`config.mk`:
```
export PLATFORM = sky130hd
export DESIGN_NAME = swreg_bridge
export DESIGN_NICKNAME = d
export VERILOG_FILES = /design/src/rtl/swbr_pkg.sv /design/src/rtl/swbr_arbiter.sv /design/src/rtl/swbr_irq_latch.sv /design/src/rtl/swbr_engine.sv /design/src/rtl/swreg_bridge.sv
export SDC_FILE = /design/constraint.sdc
export NUM_CORES = 1
export LEC_CHECK = 0
export ABC_AREA = 1
export BUFFER_PORTS_ARGS = -buffer_cell sky130_fd_sc_hd__buf_2
export CAP_MARGIN = 20
export CORE_MARGIN = 2
export CORE_UTILIZATION = 42
export DETAILED_ROUTE_END_ITERATION = 6
export PLACE_DENSITY_LB_ADDON = 0.3
export RECOVER_POWER = 50
export SLEW_MARGIN = 0
export SYNTH_ARGS = -nofsm -noshare
export SYNTH_HDL_FRONTEND = slang
export SYNTH_SLANG_ARGS = --single-unit
```
`constraint.sdc`:
```
create_clock -name clk -period 2 [get_ports clk]
set_input_delay 0.4 -clock clk [delete_from_list [all_inputs] [get_ports clk]]
set_output_delay 0.4 -clock clk [all_outputs]
set_load 0.01 [all_outputs]
```
`src/rtl/swbr_pkg.sv`:
```
package swbr_pkg;
  localparam logic [7:0] OFS_CMD = 8'h2c;
  localparam logic [7:0] OFS_WDH = 8'h30;
  localparam logic [7:0] OFS_WDL = 8'h34;
  localparam logic [7:0] OFS_RDH = 8'h38;
  localparam logic [7:0] OFS_RDL = 8'h3c;
  localparam logic [7:0] OFS_CTL = 8'h40;
  localparam logic [7:0] OFS_INT = 8'h44;
  // command word bit positions
  localparam int CB_GO   = 0;
  localparam int CB_WE   = 1;
  localparam int CB_ABRT = 2;
  localparam int CB_REG  = 16;
  localparam int CB_PAGE = 24;
  // control word bit positions
  localparam int CT_IEN  = 1;
  localparam int CT_REQ  = 3;
  localparam int CT_GNT  = 4;
  localparam int CT_INIT = 6;
endpackage

```
`src/rtl/swbr_arbiter.sv`:
```
module swbr_arbiter (
  input  logic clk,
  input  logic rst,
  input  logic host_req,
  input  logic busy,
  input  logic alt_req,
  output logic host_gnt,
  output logic alt_gnt
);
  always_ff @(posedge clk) begin
    if (rst) begin
      host_gnt <= 1'b0;
      alt_gnt  <= 1'b0;
    end else begin
      if (host_gnt) begin
        if (!host_req && !busy) host_gnt <= 1'b0;
      end else if (host_req && !alt_req && !alt_gnt) begin
        host_gnt <= 1'b1;
      end
      if (alt_gnt) begin
        if (!alt_req) alt_gnt <= 1'b0;
      end else if (alt_req && !host_gnt) begin
        alt_gnt <= 1'b1;
      end
    end
  end

  assert_mutex_grant_R9: assert property (@(posedge clk) disable iff (rst)
    !(host_gnt && alt_gnt));
  assert_hold_in_flight_R8: assert property (@(posedge clk) disable iff (rst)
    (host_gnt && busy) |=> host_gnt);
endmodule

```
`src/rtl/swbr_irq_latch.sv`:
```
module swbr_irq_latch #(
  parameter int NSRC = 13
) (
  input  logic            clk,
  input  logic            rst,
  input  logic [NSRC-1:0] src,
  input  logic            clr_wr,
  input  logic [NSRC-1:0] clr_mask,
  input  logic            ien,
  output logic [NSRC-1:0] pend,
  output logic            irq_o
);
  for (genvar i = 0; i < NSRC; i++) begin : g_bit
    always_ff @(posedge clk) begin
      if (rst) pend[i] <= 1'b0;
      else     pend[i] <= src[i] | (pend[i] & ~(clr_wr & clr_mask[i]));
    end
  end

  always_ff @(posedge clk) begin
    if (rst) irq_o <= 1'b0;
    else     irq_o <= ien & (|pend);
  end

  assert_pulse_latched_R10: assert property (@(posedge clk) disable iff (rst)
    (|src) |=> ((pend & $past(src)) == $past(src)));
  assert_quiet_irq_R11: assert property (@(posedge clk) disable iff (rst)
    !$past(|pend) |-> !irq_o);
endmodule

```
`src/rtl/swbr_engine.sv`:
```
module swbr_engine #(
  parameter int PW = 8,
  parameter int DW = 64
) (
  input  logic          clk,
  input  logic          rst,
  input  logic          cmd_wr,
  input  logic          cmd_go,
  input  logic          cmd_we,
  input  logic          cmd_abort,
  input  logic [PW-1:0] cmd_page,
  input  logic [PW-1:0] cmd_rn,
  input  logic          gnt_i,
  input  logic          ack_i,
  input  logic [DW-1:0] rdata_i,
  output logic          active_o,
  output logic          we_o,
  output logic [PW-1:0] page_o,
  output logic [PW-1:0] rn_o,
  output logic [DW-1:0] rdata_o
);
  logic launch, kill;
  assign kill   = cmd_wr && cmd_abort;
  assign launch = cmd_wr && cmd_go && !cmd_abort && gnt_i && !active_o;

  always_ff @(posedge clk) begin
    if (rst) begin
      active_o <= 1'b0;
      we_o     <= 1'b0;
      page_o   <= '0;
      rn_o     <= '0;
      rdata_o  <= '0;
    end else if (kill) begin
      active_o <= 1'b0;
    end else if (launch) begin
      active_o <= 1'b1;
      we_o     <= cmd_we;
      page_o   <= cmd_page;
      rn_o     <= cmd_rn;
    end else if (active_o && ack_i) begin
      active_o <= 1'b0;
      if (!we_o) rdata_o <= rdata_i;
    end
  end

  assert_req_needs_grant_R3: assert property (@(posedge clk) disable iff (rst)
    active_o |-> gnt_i);
  assert_req_until_ack_R4: assert property (@(posedge clk) disable iff (rst)
    (active_o && !ack_i && !kill) |=> active_o);
  assert_abort_drops_R12: assert property (@(posedge clk) disable iff (rst)
    kill |=> !active_o);
endmodule

```
`src/rtl/swreg_bridge.sv`:
```
module swreg_bridge #(
  parameter int AW   = 8,
  parameter int HW   = 32,
  parameter int PW   = 8,
  parameter int NSRC = 13
) (
  input  logic            clk,
  input  logic            rst,
  input  logic            h_wr,
  input  logic [AW-1:0]   h_addr,
  input  logic [HW-1:0]   h_wdata,
  output logic [HW-1:0]   h_rdata,
  input  logic            sw_init_done,
  input  logic            alt_req,
  output logic            alt_gnt,
  input  logic [NSRC-1:0] irq_src,
  output logic            host_irq,
  output logic            sw_req,
  output logic            sw_we,
  output logic [PW-1:0]   sw_page,
  output logic [PW-1:0]   sw_regnum,
  output logic [2*HW-1:0] sw_wdata,
  input  logic            sw_ack,
  input  logic [2*HW-1:0] sw_rdata
);
  import swbr_pkg::*;
  localparam int DW  = 2 * HW;
  localparam int CPAD = HW - 2*PW - 2;

  logic [HW-1:0] wd_lo, wd_hi;
  logic          ctl_ien, ctl_req, host_gnt;
  logic [NSRC-1:0] pend;
  logic [DW-1:0] rd_word;
  logic wr_cmd, wr_ctl, wr_int;

  assign wr_cmd = h_wr && (h_addr == AW'(OFS_CMD));
  assign wr_ctl = h_wr && (h_addr == AW'(OFS_CTL));
  assign wr_int = h_wr && (h_addr == AW'(OFS_INT));

  always_ff @(posedge clk) begin
    if (rst) begin
      wd_lo   <= '0;
      wd_hi   <= '0;
      ctl_ien <= 1'b0;
      ctl_req <= 1'b0;
    end else if (h_wr) begin
      if (h_addr == AW'(OFS_WDL)) wd_lo <= h_wdata;
      if (h_addr == AW'(OFS_WDH)) wd_hi <= h_wdata;
      if (wr_ctl) begin
        ctl_ien <= h_wdata[CT_IEN];
        ctl_req <= h_wdata[CT_REQ];
      end
    end
  end
  assign sw_wdata = {wd_hi, wd_lo};

  swbr_arbiter u_arb (
    .clk(clk), .rst(rst), .host_req(ctl_req), .busy(sw_req),
    .alt_req(alt_req), .host_gnt(host_gnt), .alt_gnt(alt_gnt)
  );

  swbr_engine #(.PW(PW), .DW(DW)) u_eng (
    .clk(clk), .rst(rst), .cmd_wr(wr_cmd),
    .cmd_go(h_wdata[CB_GO]), .cmd_we(h_wdata[CB_WE]), .cmd_abort(h_wdata[CB_ABRT]),
    .cmd_page(h_wdata[CB_PAGE +: PW]), .cmd_rn(h_wdata[CB_REG +: PW]),
    .gnt_i(host_gnt), .ack_i(sw_ack), .rdata_i(sw_rdata),
    .active_o(sw_req), .we_o(sw_we), .page_o(sw_page), .rn_o(sw_regnum),
    .rdata_o(rd_word)
  );

  swbr_irq_latch #(.NSRC(NSRC)) u_irq (
    .clk(clk), .rst(rst), .src(irq_src), .clr_wr(wr_int),
    .clr_mask(h_wdata[NSRC-1:0]), .ien(ctl_ien), .pend(pend), .irq_o(host_irq)
  );

  always_ff @(posedge clk) begin
    if (rst) begin
      h_rdata <= '0;
    end else begin
      h_rdata <= '0;
      case (h_addr)
        AW'(OFS_CMD): h_rdata <= {sw_page, sw_regnum, {CPAD{1'b0}}, sw_we, sw_req};
        AW'(OFS_WDL): h_rdata <= wd_lo;
        AW'(OFS_WDH): h_rdata <= wd_hi;
        AW'(OFS_RDL): h_rdata <= rd_word[HW-1:0];
        AW'(OFS_RDH): h_rdata <= rd_word[DW-1:HW];
        AW'(OFS_CTL): begin
          h_rdata[CT_IEN]  <= ctl_ien;
          h_rdata[CT_REQ]  <= ctl_req;
          h_rdata[CT_GNT]  <= host_gnt;
          h_rdata[CT_INIT] <= sw_init_done;
        end
        AW'(OFS_INT): h_rdata[NSRC-1:0] <= pend;
        default: h_rdata <= '0;
      endcase
    end
  end

  assert_refused_no_grant_R6: assert property (@(posedge clk) disable iff (rst)
    (wr_cmd && !host_gnt && !sw_req) |=> !sw_req);
  assert_busy_ignores_cmd_R7: assert property (@(posedge clk) disable iff (rst)
    (wr_cmd && sw_req && !sw_ack) |=> $stable(sw_page) && $stable(sw_regnum));
endmodule

```
---- Word level (Yosys, flattened, before mapping) ----
Cells that the tools add are included.
Widths: inputs -> output; s select.
storage, ports and cells
  memory bits (writable) .................. 0
  bits of input ports ..................... 123
  memories kept ........................... 0
  logic and storage cells ................. 132
  latch bits .............................. 0
  bits in read-only memories .............. 0
  output and inout port bits .............. 116
  register bits after elaboration ......... 196
operators by class
  bitwise logic cells ..................... 56
  mux-type cells .......................... 16
  reductions and logical operators ........ 27
  $lt $le $gt $ge ......................... 0
  div/mod/pow operators ................... 0
  shift operators ......................... 0
  add/subtract/negate cells ............... 0
  multipliers ............................. 0
  equal/unequal tests ..................... 7
operators with widths
  operator            number
  $pmux 19 s5         1
  $eq 8x6->1 const B  5
  $pmux 6 s5          1
  $and 1x1->1         27
  $eq 8x7->1 const B  2
  $not 1->1           16
  $logic_and 1x1->1   13
  $or 1x1->1          13
  $reduce_or 13->1    1
  $pmux 1 s6          2
  $pmux 2 s6          1
  $pmux 1 s5          2
  $mux 1              8
  $reduce_and 2->1    4
  $pmux 1 s7          1
  $logic_not 1->1     6
  $reduce_and 4->1    1
  $reduce_bool 2->1   1
  $reduce_or 2->1     1

---- Longest topological paths before layout ----
Gate-level depths: netlist (run 1).
  word-level depth ........................ 8
  gate-level depth with buffers ........... 11
  gate-level depth less buffers ........... 9

---- Cells and area by module ----
A second synthesis (run 1) with hierarchy kept.
unflattened totals
  cell total of the unflattened synthesis .. 1304
  area total of the unflattened synthesis .. 8863.5 sq um
modules (own cells, without submodules)
  module          cells an instance  instances  sequential area each (sq um)  area an instance (sq um)
  swreg_bridge    690                1          1961.9                        4593.2
  swbr_engine     535                1          1641.6                        3683.5
  swbr_irq_latch  69                 1          280.3                         513.0
  swbr_arbiter    10                 1          40.0                          73.8

---- Worst setup path after synthesis (run 1) ----
OpenSTA, ideal clock, no wires.
  kind .................................... input port to flip-flop
  from .................................... input h_addr[2]
  to ...................................... register u_eng.rdata_o[33]
  data required time ...................... 1.885 ns
  arrival time ............................ 1.451 ns
  stages .................................. 10
  path buffers ............................ 3
  setup slack ............................. 0.434 ns
  setup time .............................. 0.115 ns
  cell sequence ........................... buf_4 nand2_4 inv_2 nand2_2 nor2_8 nand3_2 buf_6 buf_2 a21oi_1 nor2_1
on the way
  word-level cells in the longest chain between the ends .. 8
  elaborated cells on any way between the ends .. 10
  those cells by class .................... eq/ne: 1; bitwise: 2; reduce/logical: 7
RTL lines
  item                                   line                RTL
  from (decl)                            swreg_bridge.sv:10  input logic [AW-1:0] h_addr,
  $eq 8x6->1 (*)                         swreg_bridge.sv:36  assign wr_cmd = h_wr && (h_addr == AW'(OFS_CMD));
  $logic_and 1x1->1 (*)                  swreg_bridge.sv:36
  $logic_and 1x1->1 (4 in series)        swbr_engine.sv:24   assign launch = cmd_wr && cmd_go && !cmd_abort && gnt_i && !active_o;
  $not 1->1 (no source line)             n/a
  $reduce_and 4->1 (no source line) (*)  n/a
  to (signal assigned)                   swbr_engine.sv:42   if (!we_o) rdata_o <= rdata_i;
  to (decl)                              swbr_engine.sv:20   output logic [DW-1:0] rdata_o
Every way passes the cells marked *; elsewhere a longest branch is shown, timed or not.
A chain may end at the register's enable or synchronous reset.

---- Worst setup path in the final report (run 1) ----
  from .................................... input h_addr[1]
  to ...................................... register wd_hi[22]
on the way
  word-level cells in the longest chain between the ends .. 2
RTL lines
  item                               line                RTL
  $eq 8x6->1                         swreg_bridge.sv:48  if (h_addr == AW'(OFS_WDH)) wd_hi <= h_wdata;
  $reduce_and 2->1 (no source line)  n/a
  to (signal assigned)               swreg_bridge.sv:48
  to (decl)                          swreg_bridge.sv:30  logic [HW-1:0] wd_lo, wd_hi;
No other way between the ends.

==> results.md, run 1 <==
- RSZ-0062 raised after global routing: no
- First-pass GRT wire length: 45000 um
- Rows: 53
- Slew Limit Fails: 0
- Setup CP Type: input pin to register
- Synth Register Bits: 196
- Most frequent cell after synthesis: nand2_1
- Max-cap violations: 0
- Synth top area share: 44.0%
- Boundary pin count: 239
- Mapped Nets: 1439
- Clk pin slew, worst setup/hold paths: 0.07 ns
- Post-cts sizing count: 0
- Synth warnings: 0
- Largest net degree at the start of global routing: 102
- Antenna violations before repair: 2
- Clk sinks: 196
- Post-cts hold buffer count: 0
- Peak supply drop: 465 uV
- Dpl ws: 0.179 ns
- # DRC: 0
- H-tree Lvls: 4
- # fillers: 2206
- Vias per Instance: 5.11
- Final ANT Viol Nets: 0
- Vias in the first global route: 8197
- Main synth FF type: dfxtp_1
- Post-synth top cells: nand2_1 (286), nand3_1 (262), dfxtp_1 (196)
- Crit path DAT: 1.92 ns
- Async SR Flop Fraction: 0%
- Port-buffer cells: 238
- Final hold vios: 0
- Final TNS setup: 0 ns
- # Post-CTS Setup Buffers: 0
- Critical Path Slowest Stage Cell: clkbuf_2
- Die Width: 150 um
- Worst rel slew slack: 20.6%
- Worst Hold Class: input pin to register
- Fmax: 0.606 GHz
- Crit share post-route: 82.6%
- Clock root cell: clkbuf_16
- Initial DRC Count: 837
- Crit-path leading delay family: simple AND/OR/NAND/NOR gates
- Vias: 9273
- Share of layout cells above drive strength 1: 15.0%
- P&R area growth vs syn: 23.5%
- CP max stage delay: 0.39 ns
- Mapped cell area: 8910 um^2
- Worst-Margin Slew: 1.19 ns
- Tot GR Track Use: 25.8%
- Minimum clock period: 1.65 ns
- First-pass DRT Iterations: 7
- Critical path data required time: 2.27 ns
- Status: finished clean
- Post-DP HPWL: 21300 um
- Area of the die: 22400 um^2
- Nature of the critical path endpoint: register
- Post-Synthesis Cells: 1316
- Clk buf depth: 2
- CP Max Fanout: 24
- Gpl congestion: 0.898
- Worst Skew: 0.0117 ns
- CTS Buf Count: 17
- Critical Path Start Type: input pin
- Routed length per placed instance: 16.1 um
- Top cells by area, synth: dfxtp_1 (44%), nand3_1 (15%), nand2_1 (12%)
- Final Setup Violations: 0
- Power Density: 758 nW/um^2
- Post-synth EDFFs: 0
- Distinct cells, synth: 27
- Nets: 1646
- Total global routing overflow: 0
- Die Span Y: 150 um
- Sequential cell area fraction in the yosys report: 44.0%
- CP bufs+invs: 2
- Setup slack after layout: 0.349 ns
- Core area: 20900 um^2
- CTS tree: done
- Worst skew pair latency: 0.44 ns
- Critical path, cell by cell: buf_2 -> nor2_1 -> nand3_1 -> nor2_1 -> nand2_1 -> clkbuf_2 -> nand2_1 -> a21oi_1
- Lkg Pwr: 0.00481 uW
- Initial Util: 42.7%
- Avg Inst Size Synth: 6.77 um^2
- Post-synth top area cell: dfxtp_1
- Final WL: 29300 um
## registers in the layout, indices dropped and copies added (netlist names)
register        cells
ctl_ien             1
ctl_req             1
h_rdata            32
u_arb.alt_gnt       1
u_arb.host_gnt      1
u_eng.active_o      1
u_eng.page_o        8
u_eng.rdata_o      64
u_eng.rn_o          8
u_eng.we_o          1
u_irq.irq_o         1
u_irq.pend         13
wd_hi              32
wd_lo              32
## placed cells by master (no fill, tap or decap), drive strengths merged, types with 2 or more instances in the layout
cell type	n
a21oi	147
buf	177
bufinv	5
clkbuf	125
clkinv	4
dfxtp	196
diode	2
inv	108
nand2	290
nand3	263
nand3b	16
nor2	191
nor4	2
o21ai	8
## metal layers
metal  up-vias  global-route usage [%]  routed length (um)
met3        40                    6.16                2970
met2       439                    36.0               12100
li1       4657                       -                   -
met5         -                       0                   0
met1      4137                    38.8               13500
met4         0                    8.35                 618
## tightest hold or removal path: cells and delay by family
family                 cells  cell delay [ns]
buffers and inverters      2             0.14
AOI/OAI and AO/OA          1             0.05
## layout make-up
| type | instances | area (um^2) | area share [%] |
|---|---|---|---|
| clock buffers | 20 | 467 | 4.24 |
| diodes | 2 | 5.00 | 0.0455 |
| clock inverters | 12 | 214 | 1.94 |
| flip-flops and latches | 196 | 3920 | 35.7 |
| multi-input cells | 921 | 4130 | 37.6 |
| well taps | 275 | 344 | 3.13 |
| inverters | 105 | 395 | 3.59 |
| repair buffers | 282 | 1520 | 13.8 |
## where the power goes
group / internal [uW] / total, uW / switching [uW]
registers: 3920 / 3940 / 20.2
clock network: 2350 / 3930 / 1580
logic: 167 / 466 / 300
total: 6440 / 8340 / 1900
## stage by stage
step / cells / cell area [um^2] / total power (uW) / util (%) / hold WS (ns)
floorplan: 1316 / 8910 / 4250 / - / 0.435
global placement: 1779 / 10500 / 4500 / 50.2 / 0.460
detailed placement: 1779 / 10500 / 4500 / 50.2 / 0.467
CTS: 1811 / 11200 / 8380 / 53.5 / 0.182
global route: 1813 / 11000 / 8570 / 52.7 / 0.192
finish: 1813 / 11000 / 8340 / 52.7 / 0.187
## kinds of logic (layout without fill, tap and decap cells)
family	after synthesis	after routing	synth area share, %
buffers and inverters	199	419	9.65
other	0	2	0
and+or+nand+nor	764	764	37.5
AOI/OAI and AO/OA	157	157	8.86
DFF	196	196	44.0
## final timing paths
| path | startpoint | to | slack [ns] | depth (start not counted) |
|---|---|---|---|---|
| max | h_addr[1] | wd_hi[22] | 0.35 | 8 |
| max reg2reg | u_eng.active_o | u_eng.page_o[1] | 0.44 | 7 |
| min | irq_src[5] | u_irq.pend[5] | 0.19 | 3 |
| min reg2reg | u_arb.alt_gnt | u_arb.alt_gnt | 0.48 | 2 |
(Power assumes the default switching activity.)
==> run 2: changes to the inputs <==
--- a/config.mk
+++ b/config.mk
@@ -5,7 +5,7 @@
 export SDC_FILE = /design/constraint.sdc
 export NUM_CORES = 1
 export LEC_CHECK = 0
-export ABC_AREA = 1
+export ABC_AREA = 0
 export BUFFER_PORTS_ARGS = -buffer_cell sky130_fd_sc_hd__buf_2
 export CAP_MARGIN = 20
 export CORE_MARGIN = 2
==> constraint.sdc (replaced) <==
create_clock -name clk -period 1.55 [get_ports clk]
set_input_delay 0.31 -clock clk [delete_from_list [all_inputs] [get_ports clk]]
set_output_delay 0.31 -clock clk [all_outputs]
set_load 0.01 [all_outputs]
==> run 2 against run 1 <==
  * Flip-flop and latch count unchanged
  * Core utilization increased by 1.7 points
  * Combinational power increased by 50%
==> results.md, run 2 <==
- Placed cells: 1442 (-19%)
- Post-synth top cells: dfxtp_1 (196), nand2_1 (165), nand2b_1 (128)
- Total global routing overflow: 0 (unchanged)
- Async SR Flop Fraction: 0% (unchanged)
- CP Max Fanout: 6 (-75%)
- First-pass DRT Iterations: 5 (-2)
- Critical Path Start Type: input pin
- Post-synth top area cell: dfxtp_1
- Slew Limit Fails: 0 (unchanged)
- Most common cell after layout, fill and taps aside: dfxtp_1
- Initial DRC Count: 682 (-19%)
- Initial Util: 42.5% (-0.15 points)
- Internal: 7710 uW (+20%)
- Pwr Total: 10200 uW (+22%)
- Setup CP Type: input pin to register
- Final hold vios: 0 (unchanged)
- Die Span Y: 147 um (-2.0%)
- Lkg Pwr: 0.00401 uW (-17%)
- Vias: 7781 (-16%)
- Mapped Nets: 1066 (-26%)
- CTS tree: done
- Crit path DAT: 1.82 ns (-0.10 ns)
- R2r worst-path depth: 5 (-2)
- RSZ-0062 raised after global routing: no
- Vias per Instance: 5.25 (+2.7%)
- Worst-Margin Slew: 0.438 ns (-0.752 ns)
- Worst Hold Class: input pin to register
- Post-synth EDFFs: 0 (unchanged)
- Compound-cell area share of the yosys netlist: 13.2% (+4.3 points)
- Main synth FF type: dfxtp_1
- Tot GR Track Use: 24.1% (-1.7 points)
- CP max stage delay: 0.45 ns (+0.06 ns)
- Core area: 20100 um^2 (-3.8%)
- Worst rel slew slack: 70.7% (+50 points)
- Post-DP HPWL: 18900 um (-11%)
- Nets: 1316 (-20%)
- Crit-path leading delay family: simple AND/OR/NAND/NOR gates
- Sequential cell area fraction in the yosys report: 45.9% (+1.9 points)
- Clk buf depth: 2 (unchanged)
- Min-Delay Path Depth: 3 (unchanged)
- Mapped cell area: 8540 um^2 (-4.1%)
- Antenna violations before repair: 7 (+5)
- Die Width: 147 um (-2.0%)
- Final ANT Viol Nets: 0 (unchanged)
- Most frequent cells in the layout: dfxtp_1 (196), nand2_1 (165), buf_2 (143), nand2b_1 (128), a21oi_1 (99)
- First-pass GRT wire length: 40600 um (-9.7%)
- Fraction of the mapped netlist area in simple logic gates: 23.2% (-14 points)
- Share of layout cells above drive strength 1: 22.4% (+7.3 points)
- Crit share post-route: 95.0%
- Boundary pin count: 239 (unchanged)
- Largest family of logic cells by synthesized area: simple AND/OR/NAND/NOR gates
- Critical path data required time: 1.90 ns (-0.37 ns)
- Top cells by area, synth: dfxtp_1 (46%), mux2i_1 (9.7%), nand2b_1 (9.4%)
- Post-Synthesis Cells: 943 (-28%)
- Mux cell area share after synthesis: 13.3% (+13 points)
- Minimum clock period: 1.47 ns
- Rows: 52 (-1.9%)
- Critical Path Slowest Stage Cell: or3b_2
- Power Density: 932 nW/um^2 (+23%)
- Vias in the first global route: 7338 (-10%)
- Net load switching power: 2480 uW (+30%)
- Avg Inst Size Synth: 9.06 um^2 (+34%)
- Port-buffer cells: 238 (unchanged)
- Xor and xnor area share after synthesis: 0% (unchanged)
- Stages on worst setup path: 7 (-1)
- Synth Area in Adders: 0% (unchanged)
- Combinational share of power: 6.9% (+1.3 points)
- Final Setup Violations: 0 (unchanged)
- Final WL: 26500 um (-9.5%)
- Worst hold slack: 0.0841 ns (-0.103 ns)
- Gpl congestion: 0.893 (-0.53%)
- Worst skew pair latency: 0.43 ns (about the same)
- Nature of the critical path endpoint: register
- Power share of the sequential group: 49.9% (+2.6 points)
- Most frequent cell after synthesis: dfxtp_1
- Distinct cells, synth: 44 (+63%)
- Switching Share: 24.3% (+1.5 points)
- Synth top area share: 45.9% (+1.9 points)
- Clock root cell: clkbuf_16
- H-tree Lvls: 4 (unchanged)
- Area of the die: 21500 um^2 (-4.0%)
- Max reg flops: 64 (unchanged)
- Fmax: 0.679 GHz
- Largest reg by FF count: u_eng.rdata_o
- Clk sinks: 196 (unchanged)
- Largest net degree at the start of global routing: 113 (+11%)
- Critical path, cell by cell: clkbuf_1 -> buf_12 -> or3b_2 -> nor4_1 -> buf_4 -> a222oi_1 -> o21ai_0
- Status: finished clean
- Synth Register Bits: 196 (unchanged)
- Routed length per placed instance: 17.9 um (+11%)
- Synth warnings: 0 (unchanged)
- Clock share of power: 43.2% (-3.9 points)
- Clk pin slew, worst setup/hold paths: 0.07 ns (about the same)
- Peak supply drop: 701 uV (+51%)
- R2R Setup Slk: 0.09 ns (-0.35 ns)
- P&R area growth vs syn: 27.9%
- Worst Skew: 0.00827 ns (-0.00343 ns)
- # DRC: 0 (unchanged)
- CTS Buf Count: 17 (unchanged)
- Non-filler cells in the finished layout: 1481 (-18%)
- Max-cap violations: 0 (unchanged)
- CP bufs+invs: 3 (+1)
==> run 2: cell type report <==
class / instances / area [um^2]
Antenna cell: 5 / 12.5
Multi-Input combinational cell: 666 / 4310
Timing Repair Buffer: 309 / 1750
Tap cell: 270 / 338
Clock inverter: 13 / 141
Fill cell: 1881 / 9180
Inverter: 3 / 11.3
Clock buffer: 19 / 443
Sequential cell: 196 / 3920
==> run 2: final timing paths <==
path                  startpoint                end
hold / removal        irq_src[2]      u_irq.pend[2]
setup / recovery       h_addr[6]         h_rdata[3]
hold reg to reg          ctl_ien        u_irq.irq_o
setup reg to reg  u_eng.active_o  u_eng.rdata_o[53]
==> run 2: kinds of logic (layout without fill, tap and decap cells) <==
group / Yosys count / count (layout)
other cells: 0 / 5
flops: 196 / 196
compound gates: 176 / 176
buf+inv: 81 / 344
simple gates: 391 / 391
mux: 99 / 99
==> run 2: routing by layer <==
layer / share of wire, % / track usage, % / wire length [um] / up-vias
met1: 44 / 33.7 / 11600 / 3637
met4: 2.2 / 8.40 / 576 / 2
met2: 45 / 36.1 / 11900 / 339
met5: 0.042 / 0 / 11 / -
met3: 9.1 / 6.41 / 2420 / 42
li1: - / - / - / 3761
==> run 2: power by group through the flow <==
| stage | logic [uW] | registers [uW] | clock network [uW] |
|---|---|---|---|
| 3_3_place_gp | 691 | 5200 | 0 |
| 3_5_place_dp | 694 | 5200 | 0 |
| 5_1_grt | 752 | 5090 | 4700 |
| 2_1_floorplan | 321 | 5190 | 0 |
| 4_1_cts | 698 | 5080 | 4480 |
| 6_report | 698 | 5080 | 4400 |
==> run 2: metrics by stage <==
step / utilization (%) / worst slack, ns / setup TNS [ns] / cell area [um^2]
finish: 54.4 / 0.0782 / 0 / 10900
global route: 54.3 / 0.00274 / 0 / 10900
CTS: 54.8 / 0.0295 / 0 / 11000
detailed placement: 51.9 / -0.252 / -21.67 / 10400
global placement: 51.9 / -0.225 / -19.54 / 10400
floorplan: - / -0.149 / -12.44 / 8630
==> run 2: timing repair <==
| item | 4_1_cts | 5_1_grt |
|---|---|---|
| resized for setup | 1 | 4 |
| hold buffers | 0 | 0 |
| setup endpoints to repair | 17 | 25 |
| setup buffers | 0 | 2 |
==> run 2: worst register-to-register path, stage by stage, from the launching register on <==
cell      delay (ns)
dfxtp_1         0.46
nand3b_1        0.16
a31oi_4         0.19
buf_12          0.15
buf_12          0.21
mux2i_1         0.22
==> run 3: changes to the inputs <==
--- a/config.mk
+++ b/config.mk
@@ -10,6 +10,7 @@
 export CAP_MARGIN = 20
 export CORE_MARGIN = 2
 export CORE_UTILIZATION = 42
+export CTS_BUF_LIST = sky130_fd_sc_hd__clkbuf_4
 export DETAILED_ROUTE_END_ITERATION = 6
 export PLACE_DENSITY_LB_ADDON = 0.3
 export RECOVER_POWER = 50
==> constraint.sdc (replaced) <==
create_clock -name clk -period 1.89 [get_ports clk]
set_input_delay 0.378 -clock clk [delete_from_list [all_inputs] [get_ports clk]]
set_output_delay 0.378 -clock clk [all_outputs]
set_load 0.01 [all_outputs]
==> run 3 against run 2 <==
  * Clock-buffer cell count fell by 2
  * Worst setup slack improved by 0.017 ns
  * Global-route usage rose by 0.24 points
  * Wire length rose by 1.3%
  * Hold slack got worse by 0.038 ns
  * Clock skew rose by 0.015 ns
  * Non-clock buffer count rose by 11
  * Register-to-register slack improved by 0.10 ns
  * Flip-flop and latch count did not move
  * Via count rose by 0.95%
  * Sequential share of layout area rose by 0.45 points
  * First-iteration DRC count fell by 15%
==> results.md, run 3 (synthesis gave the netlist of run 2 again) <==
- R2R Setup Slk: 0.19 ns (+0.10 ns)
- Final Setup Violations: 0 (unchanged)
- Crit share post-route: 94.9%
- Vias in the first global route: 7403 (+0.89%)
- First-pass GRT wire length: 41100 um (+1.3%)
- M2 GR Usage: 36.8% (+0.73 points)
- Met3 GRT Util: 4.75% (-1.7 points)
- Vias: 7855 (+0.95%)
- Lkg Pwr: 0.00422 uW (+5.2%)
- Critical path data required time: 2.40 ns (+0.50 ns)
- Nets: 1327 (+0.84%)
- Final TNS setup: 0 ns (unchanged)
- Max-cap violations: 0 (unchanged)
- Post-cts sizing count: 0 (-1)
- Critical path, cell by cell: dlygate4sd3_1 -> buf_6 -> or4_1 -> nor4_1 -> buf_4 -> a222oi_1 -> o21ai_0
- P&R area growth vs syn: 26.3%
- Share of layout cells above drive strength 1: 25.5% (+3.1 points)
- Die Span Y: 147 um (unchanged)
- Worst hold slack: 0.0462 ns (-0.0379 ns)
- Largest net degree at the start of global routing: 147 (+30%)
- Port-buffer cells: 238 (unchanged)
- Min-Delay Path Depth: 3 (unchanged)
- Final ANT Viol Nets: 0 (unchanged)
- Combinational share of power: 8.8% (+1.9 points)
- CP max stage delay: 0.57 ns (+0.12 ns)
- Most frequent cells in the layout: buf_2 (228), dfxtp_1 (196), nand2_1 (165), nand2b_1 (128), a21oi_1 (99)
- Tot GR Track Use: 24.4% (+0.24 points)
- Routed length per placed instance: 18.0 um (+0.80%)
- Crit path DAT: 2.31 ns (+0.49 ns)
- Fin util: 53.7% (-0.68 points)
- Worst-Margin Slew: 0.808 ns (+0.369 ns)
- H-tree Lvls: 4 (unchanged)
- Core area: 20100 um^2 (unchanged)
- GRT busiest layer: met2
- Die Width: 147 um (unchanged)
- Total global routing overflow: 0 (unchanged)
- Slew Limit Fails: 0 (unchanged)
- Met1 Use GR: 34.2% (+0.47 points)
- Antenna violations before repair: 4 (-3)
- Initial Util: 42.5% (unchanged)
- Setup CP Type: input pin to register
- CTS tree: done
- Area of the die: 21500 um^2 (unchanged)
- Internal: 5110 uW (-34%)
- Peak supply drop: 303 uV (-57%)
- Post-DP HPWL: 18400 um (-2.5%)
- Max reg flops: 64 (unchanged)
- Worst Skew: 0.0234 ns (+0.0152 ns)
- Post-cts hold buffer count: 34 (+34)
- Gpl congestion: 0.881 (-1.4%)
- Minimum clock period: 1.79 ns
- # Post-CTS Setup Buffers: 0 (unchanged)
- Net load switching power: 1820 uW (-26%)
- Final WL: 26800 um (+1.3%)
- Status: finished clean
- First-pass DRT Iterations: 6 (+1)
- Critical Path Slowest Stage Cell: dlygate4sd3_1
- Vias per Instance: 5.28 (+0.48%)
- Boundary pin count: 239 (unchanged)
- Rows: 52 (unchanged)
- Most common cell after layout, fill and taps aside: buf_2
- Final instance area: 10800 um^2 (-1.2%)
- Clock root cell: clkbuf_4
- Fmax: 0.557 GHz
- Clk pin slew, worst setup/hold paths: 0.16 ns (+0.09 ns)
- Largest reg by FF count: u_eng.rdata_o
- R2r worst-path depth: 4 (-1)
- Worst skew pair latency: 0.58 ns (+0.15 ns)
- # fillers: 1884 (+0.16%)
- CP Max Fanout: 15 (+9)
- Final hold vios: 0 (unchanged)
- Worst Hold Class: input pin to register
- Clk buf depth: 2 (unchanged)
- Nature of the critical path endpoint: register
- RSZ-0062 raised after global routing: no
- CTS Buf Count: 17 (unchanged)
- Power Density: 643 nW/um^2 (-31%)
- Clock share of power: 31.0% (-12 points)
- Clk sinks: 196 (unchanged)
- # DRC: 0 (unchanged)
- Worst rel slew slack: 46.2% (-25 points)
- Critical Path Start Type: input pin
- Dpl ws: 0.0304 ns (+0.282 ns)
- Cell Area, Placed: 10200 um^2 (-2.5%)
- Power share of the sequential group: 60.2% (+10 points)
- Setup slack after layout: 0.0955 ns (+0.0173 ns)
- Switching Share: 26.3% (+2.0 points)
- Initial DRC Count: 579 (-15%)
-- run 3: changes by cell type in the layout (fill, tap and decap cells not counted), sizes merged --
cell / change
inv: -1
clkinvlp: -1
diode: -4
buf: +44
dlygate4sd3: +46
clkinv: +4
clkbuf: -81
-- run 3: layout make-up --
| class | instances | area, um^2 | area share, % |
|---|---|---|---|
| well taps | 270 | 338 | 3.13 |
| repair buffers | 320 | 1990 | 18.4 |
| diodes | 1 | 2.50 | 0.0232 |
| clock inverters | 15 | 128 | 1.18 |
| clock buffers | 17 | 128 | 1.18 |
| flip-flops and latches | 196 | 3920 | 36.4 |
| inverters | 3 | 11.3 | 0.104 |
| multi-input cells | 666 | 4270 | 39.6 |
-- run 3: path summary, 6_finish.rpt --
path,startpoint,endpoint
max,rst,h_rdata[3]
min,sw_rdata[10],u_eng.rdata_o[10]
max reg2reg,u_eng.active_o,u_eng.rdata_o[49]
min reg2reg,ctl_ien,u_irq.irq_o
-- run 3: worst max-delay path: cells and delay by family --
kind / cells / cell delay [ns]
buf+inv: 3 / 0.93
simple gates: 2 / 0.79
compound gates: 2 / 0.20
-- run 3: power by group through the flow --
stage	logic (uW)	registers, uW	clock network (uW)
after global placement	536	4260	0
after global routing	653	4180	2380
final	611	4180	2150
after floorplan	256	4260	0
after CTS	589	4180	2220
after detailed placement	534	4260	0
-- run 3: per-stage QoR --
step	instances	total power [uW]
floorplan	943	4520
global placement	1409	4800
detailed placement	1409	4800
CTS	1475	6990
global route	1488	7220
finish	1488	6940
-- run 3: routing by layer --
metal / up-vias / wire length [um]
li1: 3767 / -
met1: 3716 / 12300
met2: 323 / 12200
met3: 45 / 1680
met4: 4 / 642
met5: - / 30
